$ cat config.mk
export PLATFORM = sky130hd
export DESIGN_NAME = redun_cnt_guard
export DESIGN_NICKNAME = d
export VERILOG_FILES = /design/src/rtl/rcg_pkg.sv /design/src/rtl/rcg_cnt_copy.sv /design/src/rtl/rcg_err_reg.sv /design/src/rtl/rcg_main_fsm.sv /design/src/rtl/redun_cnt_guard.sv
export SDC_FILE = /design/constraint.sdc
export NUM_CORES = 1
export LEC_CHECK = 0
export BUFFER_PORTS_ARGS = -buffer_cell sky130_fd_sc_hd__buf_4
export CORE_ASPECT_RATIO = 1.5
export CORE_MARGIN = 5
export CORE_UTILIZATION = 45
export CTS_BUF_LIST = sky130_fd_sc_hd__clkbuf_4 sky130_fd_sc_hd__clkbuf_8
export DETAILED_ROUTE_END_ITERATION = 8
export PLACE_DENSITY = 0.75
export SYNTH_ARGS = -nofsm -noshare
export SYNTH_HDL_FRONTEND = slang
export SYNTH_SLANG_ARGS = --single-unit
$ cat constraint.sdc
create_clock -name clk -period 4.5 [get_ports clk]
set_input_delay 0.675 -clock clk [delete_from_list [all_inputs] [get_ports clk]]
set_output_delay 0.675 -clock clk [all_outputs]
set_load 0.01 [all_outputs]
$ cat src/rtl/rcg_pkg.sv
package rcg_pkg;
  localparam int unsigned ST_W  = 6;
  localparam int unsigned ERR_N = 2;
  localparam int unsigned ERR_IW = (ERR_N > 1) ? $clog2(ERR_N) : 1;
  localparam int unsigned ERR_CNT = 0;
  localparam int unsigned ERR_FSM = 1;

  // pairwise Hamming distance of at least 3
  typedef enum logic [ST_W-1:0] {
    ST_IDLE = 6'b010110,
    ST_RUN  = 6'b101011,
    ST_DONE = 6'b110101,
    ST_TERM = 6'b001100
  } rcg_state_e;

  typedef enum logic [1:0] {
    OP_NONE = 2'd0,
    OP_CLR  = 2'd1,
    OP_LD   = 2'd2,
    OP_INC  = 2'd3
  } rcg_op_e;
endpackage

$ cat src/rtl/rcg_cnt_copy.sv
module rcg_cnt_copy
  import rcg_pkg::*;
#(
  parameter int unsigned W   = 8,
  parameter bit          INV = 1'b0
) (
  input  logic         clk,
  input  logic         rst_n,
  input  rcg_op_e      op_i,
  input  logic [W-1:0] ld_val_i,
  input  logic         inj_i,
  input  logic [W-1:0] inj_val_i,
  output logic [W-1:0] val_o
);
  localparam logic [W-1:0] RST_Q = {W{INV}};

  logic [W-1:0] q;
  logic [W-1:0] q_d;
  logic [W-1:0] plain;
  logic [W-1:0] plain_nx;
  logic [W-1:0] enc_nx;
  logic         en;

  if (INV) begin : g_inv
    assign plain  = ~q;
    assign enc_nx = ~plain_nx;
  end else begin : g_true
    assign plain  = q;
    assign enc_nx = plain_nx;
  end

  always_comb begin
    case (op_i)
      OP_CLR:  plain_nx = '0;
      OP_LD:   plain_nx = ld_val_i;
      OP_INC:  plain_nx = plain + W'(1);
      default: plain_nx = plain;
    endcase
  end

  assign en  = inj_i | (op_i != OP_NONE);
  assign q_d = inj_i ? inj_val_i : enc_nx;

  always_ff @(posedge clk or negedge rst_n) begin
    if (!rst_n) begin
      q <= RST_Q;
    end else if (en) begin
      q <= q_d;
    end
  end

  assign val_o = plain;

  AST_CNT_HOLD: assert property (@(posedge clk) disable iff (!rst_n)
    (!inj_i && op_i == OP_NONE) |=> $stable(q))
    else $error("copy changed with no operation");
endmodule

$ cat src/rtl/rcg_err_reg.sv
module rcg_err_reg
  import rcg_pkg::*;
#(
  parameter int unsigned N  = ERR_N,
  parameter int unsigned IW = ERR_IW
) (
  input  logic          clk,
  input  logic          rst_n,
  input  logic [N-1:0]  src_i,
  input  logic          tst_set_i,
  input  logic [IW-1:0] tst_sel_i,
  output logic [N-1:0]  err_o,
  output logic          any_o
);
  logic [N-1:0] err_q;
  logic [N-1:0] set;

  for (genvar g = 0; g < N; g++) begin : g_bit
    assign set[g] = src_i[g] | (tst_set_i && (tst_sel_i == IW'(g)));

    always_ff @(posedge clk or negedge rst_n) begin
      if (!rst_n) begin
        err_q[g] <= 1'b0;
      end else if (set[g]) begin
        err_q[g] <= 1'b1;
      end
    end

    AST_ERR_STICKY: assert property (@(posedge clk) disable iff (!rst_n)
      err_q[g] |=> err_q[g])
      else $error("fault bit cleared without reset");
  end

  assign err_o = err_q;
  assign any_o = |err_q;
endmodule

$ cat src/rtl/rcg_main_fsm.sv
module rcg_main_fsm
  import rcg_pkg::*;
#(
  parameter int unsigned W = 8
) (
  input  logic            clk,
  input  logic            rst_n,
  input  logic            start_i,
  input  logic            step_i,
  input  logic [W-1:0]    cnt_i,
  input  logic [W-1:0]    lim_i,
  input  logic            esc_i,
  input  logic            inj_i,
  input  logic [ST_W-1:0] inj_val_i,
  output rcg_op_e         op_o,
  output logic            illegal_o,
  output logic            busy_o,
  output logic            done_o,
  output logic            locked_o
);
  rcg_state_e   st_q;
  rcg_state_e   st_d;
  logic [W-1:0] lim_q;
  logic         lim_en;
  rcg_op_e      op;

  always_comb begin
    st_d   = st_q;
    op     = OP_NONE;
    lim_en = 1'b0;
    case (st_q)
      ST_IDLE: begin
        if (start_i) begin
          op     = OP_LD;
          lim_en = 1'b1;
          st_d   = ST_RUN;
        end
      end
      ST_RUN: begin
        if (cnt_i == lim_q) begin
          st_d = ST_DONE;
        end else if (step_i) begin
          op = OP_INC;
        end
      end
      ST_DONE: begin
        op   = OP_CLR;
        st_d = ST_IDLE;
      end
      ST_TERM: st_d = ST_TERM;
      default: st_d = ST_TERM;
    endcase
    if (esc_i) begin
      st_d   = ST_TERM;
      op     = OP_NONE;
      lim_en = 1'b0;
    end
    if (inj_i) begin
      st_d = rcg_state_e'(inj_val_i);
    end
  end

  always_ff @(posedge clk or negedge rst_n) begin
    if (!rst_n) begin
      st_q <= ST_IDLE;
    end else begin
      st_q <= st_d;
    end
  end

  always_ff @(posedge clk or negedge rst_n) begin
    if (!rst_n) begin
      lim_q <= '0;
    end else if (lim_en) begin
      lim_q <= lim_i;
    end
  end

  always_comb begin
    case (st_q)
      ST_IDLE, ST_RUN, ST_DONE, ST_TERM: illegal_o = 1'b0;
      default:                           illegal_o = 1'b1;
    endcase
  end

  assign op_o     = op;
  assign busy_o   = (st_q == ST_RUN);
  assign done_o   = (st_q == ST_DONE);
  assign locked_o = (st_q == ST_TERM);

  AST_ESC_LOCK: assert property (@(posedge clk) disable iff (!rst_n)
    (esc_i && !inj_i) |=> (st_q == ST_TERM))
    else $error("escalation did not lock");
  AST_LOCK_HOLD: assert property (@(posedge clk) disable iff (!rst_n)
    (st_q == ST_TERM && !inj_i) |=> (st_q == ST_TERM))
    else $error("left terminal state");
  AST_ILLEGAL_LOCK: assert property (@(posedge clk) disable iff (!rst_n)
    (illegal_o && !inj_i) |=> (st_q == ST_TERM))
    else $error("illegal code not trapped");
endmodule

$ cat src/rtl/redun_cnt_guard.sv
module redun_cnt_guard
  import rcg_pkg::*;
#(
  parameter int unsigned CNT_W = 8
) (
  input  logic              clk,
  input  logic              rst_n,
  input  logic              start_i,
  input  logic              step_i,
  input  logic [CNT_W-1:0]  base_i,
  input  logic [CNT_W-1:0]  lim_i,
  input  logic              inj_cnt_i,
  input  logic [CNT_W-1:0]  inj_cnt_val_i,
  input  logic              inj_st_i,
  input  logic [ST_W-1:0]   inj_st_val_i,
  input  logic              flt_set_i,
  input  logic [ERR_IW-1:0] flt_sel_i,
  output logic [CNT_W-1:0]  cnt_o,
  output logic              busy_o,
  output logic              done_o,
  output logic              locked_o,
  output logic [ERR_N-1:0]  fault_o,
  output logic              intr_fatal_o
);
  localparam int unsigned N_COPY = 2;

  rcg_op_e          op;
  logic [CNT_W-1:0] val [N_COPY];
  logic             mismatch;
  logic             illegal;
  logic             esc;
  logic [ERR_N-1:0] src;

  for (genvar g = 0; g < N_COPY; g++) begin : g_copy
    rcg_cnt_copy #(
      .W   (CNT_W),
      .INV (g == 1)
    ) u_copy (
      .clk       (clk),
      .rst_n     (rst_n),
      .op_i      (op),
      .ld_val_i  (base_i),
      .inj_i     ((g == 1) ? inj_cnt_i : 1'b0),
      .inj_val_i (inj_cnt_val_i),
      .val_o     (val[g])
    );
  end

  assign mismatch = (val[0] != val[1]);

  always_comb begin
    src          = '0;
    src[ERR_CNT] = mismatch;
    src[ERR_FSM] = illegal;
  end

  rcg_err_reg #(
    .N  (ERR_N),
    .IW (ERR_IW)
  ) u_err (
    .clk       (clk),
    .rst_n     (rst_n),
    .src_i     (src),
    .tst_set_i (flt_set_i),
    .tst_sel_i (flt_sel_i),
    .err_o     (fault_o),
    .any_o     (esc)
  );

  rcg_main_fsm #(
    .W (CNT_W)
  ) u_fsm (
    .clk       (clk),
    .rst_n     (rst_n),
    .start_i   (start_i),
    .step_i    (step_i),
    .cnt_i     (val[0]),
    .lim_i     (lim_i),
    .esc_i     (esc),
    .inj_i     (inj_st_i),
    .inj_val_i (inj_st_val_i),
    .op_o      (op),
    .illegal_o (illegal),
    .busy_o    (busy_o),
    .done_o    (done_o),
    .locked_o  (locked_o)
  );

  assign cnt_o        = val[0];
  assign intr_fatal_o = esc;

  AST_MISMATCH_FLAG: assert property (@(posedge clk) disable iff (!rst_n)
    mismatch |=> fault_o[ERR_CNT])
    else $error("mismatch not recorded");
  AST_DONE_PULSE: assert property (@(posedge clk) disable iff (!rst_n)
    done_o |=> !done_o)
    else $error("done longer than one cycle");
endmodule

# Word level (Yosys, flattened, before mapping)
# Index checks and enable logic that the tools add are counted.
# Widths: inputs -> output; s select.
[classes] order_cmp=0 mux=17 n_addsub=2 n_shift=0 reduce_logical=8 eq_ne=11 multipliers=0 n_div=0 bitwise=6
[op_table] op="$pmux 8 s3" count=2
[op_table] op="$mux 6" count=4
[op_table] op="$pmux 6 s3" count=1
[op_table] op="$add 8x1->8 const B" count=2
[op_table] op="$not 8->8" count=2
[op_table] op="$eq 6x6->1 const B" count=2
[op_table] op="$eq 8x8->1" count=1
[op_table] op="$mux 2" count=4
[op_table] op="$mux 8" count=1
[op_table] op="$ne 8x8->1" count=1
[op_table] op="$eq 6x4->1 const B" count=1
[op_table] op="$eq 6x5->1 const B" count=1
[op_table] op="$pmux 2 s3" count=1
[op_table] op="$eq 2x2->1 const B" count=2
[op_table] op="$mux 1" count=4
[op_table] op="$ne 4x2->1 const B" count=1
[op_table] op="$ne 4x4->1 const B" count=1
[op_table] op="$reduce_and 2->1" count=2
[op_table] op="$reduce_or 4->1" count=1
[op_table] op="$or 1x1->1" count=3
[op_table] op="$reduce_bool 3->1" count=1
[op_table] op="$eq 2x1->1 const B" count=1
[op_table] op="$logic_and 1x1->1" count=2
[op_table] op="$reduce_bool 2->1" count=1
[op_table] op="2 further kinds" count=2
[totals] latch_bits=0 mem_count=0 output_inout_bits=14 mem_bits_ro=0 ram_bits=0 wordCells=50 in_bits=38 register_bits=32

# Depth between registers and ports, before layout
[depth] ltp_word=8 depth_mapped=7 mapped_depth_nobuf=7

# Cells and area by module
# From an unflattened synthesis, not the netlist that was laid out.
[unflattened] hier_cells=246 hier_area_um2=2283.4
[modules_own_cells] module="rcg_main_fsm" cells_per_inst=79 area_each_um2=895.9 seq_area_each_um2=354.1 instances=1
[modules_own_cells] module="rcg_cnt_copy (g_copy[1].u_copy)" cells_per_inst=77 area_each_um2=629.4 seq_area_each_um2=210.2 instances=1
[modules_own_cells] module="rcg_cnt_copy (g_copy[0].u_copy)" cells_per_inst=71 area_each_um2=590.6 seq_area_each_um2=200.2 instances=1
[modules_own_cells] module="redun_cnt_guard" cells_per_inst=12 area_each_um2=90.1 seq_area_each_um2=0.0 instances=1
[modules_own_cells] module="rcg_err_reg" cells_per_inst=7 area_each_um2=77.6 seq_area_each_um2=50.0 instances=1

# Least setup slack after synthesis
# No wires, ideal clock.
[synth_path] path_kind="register to register" startpoint="register u_fsm.st_q[1]" endpoint="register (tool-made name)" stages_incl_launch_ff=8 t_required_ns=4.402 path_slack_ns=2.699 arrival_ns=1.702 setup_ns=0.098 period_less_slack_ns=1.801 path_buffers=2 cell_sequence="dfstp_2 > and4bb_1 > and3_1 > buf_6 > o2111a_4 > buf_12 > nor3_2 > a221oi_1"
[synth_rtl] item="from (decl)" line_no="rcg_main_fsm.sv:21" rtl="rcg_state_e st_q;"
[synth_rtl] item="from (signal assigned)" line_no="rcg_main_fsm.sv:67" rtl="st_q <= st_d;"

# Final worst setup path
[layout_path] startpoint="register u_fsm.st_q[2]" endpoint="register g_copy[0].u_copy.q[0]"
[layout_via] elab_chain_cells=6 elab_cells_between_ends=12 classes_between="6 x eq/ne; 3 x mux; 3 x reduce/logical"
[layout_rtl] item="$eq 6x6->1 or $eq 6x5->1 (tied branches)" line_no="rcg_main_fsm.sv:31" rtl="case (st_q)"
[layout_rtl] item="$pmux 2 s3 *" line_no="rcg_main_fsm.sv:31"
[layout_rtl] item="$mux 2 *" line_no="rcg_main_fsm.sv:53" rtl="if (esc_i) begin"
[layout_rtl] item="$eq 2x1->1 or $eq 2x2->1 (tied branches)" line_no="rcg_cnt_copy.sv:33" rtl="case (op_i)"
[layout_rtl] item="$reduce_bool 3->1 (no line)"
[layout_rtl] item="$reduce_and 2->1 (no line)"
[layout_rtl] item="to (signal assigned)" line_no="rcg_cnt_copy.sv:48" rtl="q <= q_d;"
[layout_rtl] item="to (decl)" line_no="rcg_cnt_copy.sv:17" rtl="logic [W-1:0] q;"
# Every way passes the cells marked *; elsewhere a longest branch is shown, timed or not.
# A chain may end at the register's enable or synchronous reset.

==> results.md <==
* CTS max path bufs at 2
* Pre-antenna DRT Iters at 4
* Final ANT Viol Nets at 0
* Port Buffer Count at 51
* CP max FO at 12
* Sequential standard cell area at 815 µm²
* Synth top area share at 25.1%
* Starting DRT DRC Count at 160
* Final wirelength at 5530 µm
* Fin util at 56.7%
* Number of global-route vias before repair at 1875
* Setup Crit Path Kind: register to register
* Compound-Gate Fraction of Synth Area at 17.3%
* Crit Reg-Reg Startpoint: u_fsm.st_q[2]
* DP Wirelength at 4110 µm
* RSZ-0062 raised after global routing: false
* HP Class: input pin to async pin
* Clk Latency, worst-skew pair at 0.28 ns
* CP max-delay cell: nand2_1
* Cell Chain, Critical Path: and3b_1, nand4_1, nand2_1, nor2_1, a221o_1
* Yosys Warn Count at 0
* Synth Net Count at 268
* Clk_skew at 0.00557 ns
* Initial core utilization at 46.4%
* Post-layout minimum cycle time at 2.36 ns
* Max Freq at 0.423 GHz
* IO Count at 52
* Post-synth cell types at 51
* Ys async rst share at 100%
* Avg WL per Cell at 17.1 µm
* Crit share post-route at 52.5%
* Type of origin of the critical path: register
* Reg2Reg Depth at 5
* Vias per std cell at 5.76
* Critical path arrival at 2.53 ns
* Overflow after GRT at 0
* Hold Buf Count CTS at 0
* FF+latch count, synth at 32
* Element type at the critical path end: register
* Initial antenna violation count at 0
* Post-synthesis sequential area ratio at 39.0%
* Worst slew pin tran at 0.851 ns
* Ant diodes at 0
* Post-synthesis cell count at 228
* Area growth syn-to-layout at 22.1%
* Pwr Total at 0.000635 W
* Post-CTS sizing at 0
* Count leader, synth: nand2_1
* Final setup violation count at 0
* Share of layout cells above drive strength 1 at 31.3%
* Capture point of the critical path: g_copy[0].u_copy.val_o[0]
* Max Cap Viol at 0
* Pwr/cell area at 249 nW/µm²
* Num rows at 30
* Synth Area in Simple Gates at 28.0%
* DRC viols at 0
* H-tree Lvls at 2
* Number of cells after detailed placement at 315
* Main combinational cell family by area after synthesis: simple AND/OR/NAND/NOR gates
* TritonCTS Buffers at 5
* Final #Nets at 314
* Die Area at 6140 µm²
* Post-route insts no fill at 323
* Final hold vios at 0
* Post-synth top area cell: dfrtp_1
* Status: finished, final reports clean
* Delay of the slowest cell on the worst path at 0.56 ns
* Maximum VDD drop at 0.155 mV
* Sink Count at 32
* Post-Syn Area at 2090 µm²
* Top_reg_cell synth: dfrtp_1
* Critical Path RT at 4.67 ns
* Setup TNS at 0 ns
* Die width at 65.7 µm
* Die Y at 93.5 µm
* Post-CTS setup buffers at 0
* Final Max Slew Viols at 0
* Worst slew margin at 43.2%
* Post-Synth XOR/XNOR Area at 7.42%
* CTS tree: built
* Top cells by area, synth: dfrtp_1 (25%), dfstp_2 (14%), nand2_1 (7.0%)
* Avg Cell Area, Syn at 9.17 µm²
* Root buffer cell: clkbuf_8
* Leakage at 1.22 nW
* Via Count at 1861
* Multiplexer share of the synthesized area at 1.92%
* EDFF count, synth at 0
* CORE AREA at 4500 µm²
* Fillers at 443
* First-pass GRT wire length at 9180 µm
* Multi-input logic area at 1170 µm²
* Largest net degree at the start of global routing at 33
* R2R Path End: g_copy[0].u_copy.val_o[0]
* Worst Setup SP: u_fsm.st_q[2]
* Synth top cells by count: nand2_1 (39), dfrtp_1 (21), a21oi_1 (17)
* Clock-pin slew on the worst setup and hold paths at 0.07 ns
* RD Place Congestion at 0.876
* Reg2reg setup slack at 2.14 ns
* GRT Total Usage at 19.5%
* Post-Synth Adder-Cell Area at 1.20%
[metal layers]
| layer | up-vias | global-route usage, % | part of all wire [%] | wire (µm) |
|---|---|---|---|---|
| met4 | 0 | 8.65 | 3.3 | 180 |
| li1 | 918 | - | - | - |
| met2 | 58 | 35.3 | 55 | 3040 |
| met3 | 15 | 2.64 | 4.1 | 229 |
| met1 | 870 | 22.0 | 38 | 2080 |
| met5 | - | 0 | 0 | 0 |
[placed cells by master (no fill, tap or decap), types with 2 or more instances in the layout]
cell type,netlist,layout
ha_1,2,2
mux2i_1,4,4
nand4_1,5,5
nor4_2,6,6
nor4_1,3,3
dfrtp_1,21,21
a21o_1,5,5
nand2_1,39,39
and2_1,2,2
nand3_1,6,6
o21ai_0,8,8
inv_1,8,8
a21oi_1,17,17
a221o_1,6,6
dfstp_2,11,11
a32o_1,2,2
nor2_1,14,14
clkbuf_4,0,2
xnor2_2,2,2
xor2_1,7,7
xnor2_1,7,7
nor3b_1,5,5
buf_4,2,51
and3_1,7,7
nor3_1,7,7
clkbuf_8,0,6
[per-stage QoR]
step | area (µm²) | worst slack (ns) | hold slack [ns]
finish | 2550 | 2.14 | 0.324
CTS | 2550 | 2.12 | 0.341
global placement | 2450 | 2.02 | 0.480
floorplan | 2090 | 2.70 | 0.379
detailed placement | 2450 | 1.96 | 0.485
global route | 2550 | 1.92 | 0.356
[layout make-up]
type	count	area share [%]
multi-input combinational	176	45.7
tap	48	2.35
inverter	8	1.18
clock buffer	8	3.82
timing repair buffer	51	15.0
sequential	32	31.9
[worst min path at each step]
stage	from	to	cells past startpoint
final	rst_n	u_err.err_o[0]	1
after floorplan	rst_n	g_copy[0].u_copy.val_o[0]	0
after detailed placement	u_fsm.lim_q[6]	u_fsm.lim_q[6]	2
after global placement	u_fsm.lim_q[6]	u_fsm.lim_q[6]	2
after CTS	rst_n	g_copy[0].u_copy.val_o[1]	1
after global routing	rst_n	u_err.err_o[1]	1
[worst max-delay path: cells and delay by family (launching register included)]
family	cells	cell delay, ns
AND/OR/NAND/NOR	4	1.39
AO/OA/AOI/OAI	1	0.32
flip-flops	1	0.54
[power breakdown]
part	internal, W	switching, W	total, W
Combinational	0.0000414	0.0000344	0.0000757
Clock	0.000137	0.000104	0.000241
Sequential	0.000304	0.0000140	0.000318
Total	0.000482	0.000153	0.000635
[logic make-up after synthesis]
family / count (synthesis)
and+or+nand+nor: 105
AOI/OAI and AO/OA: 49
DFF: 32
buffers and inverters: 20
xor gates and xnor gates: 16
muxes: 4
adders and majority gates: 2
(Power assumes the default switching activity.)
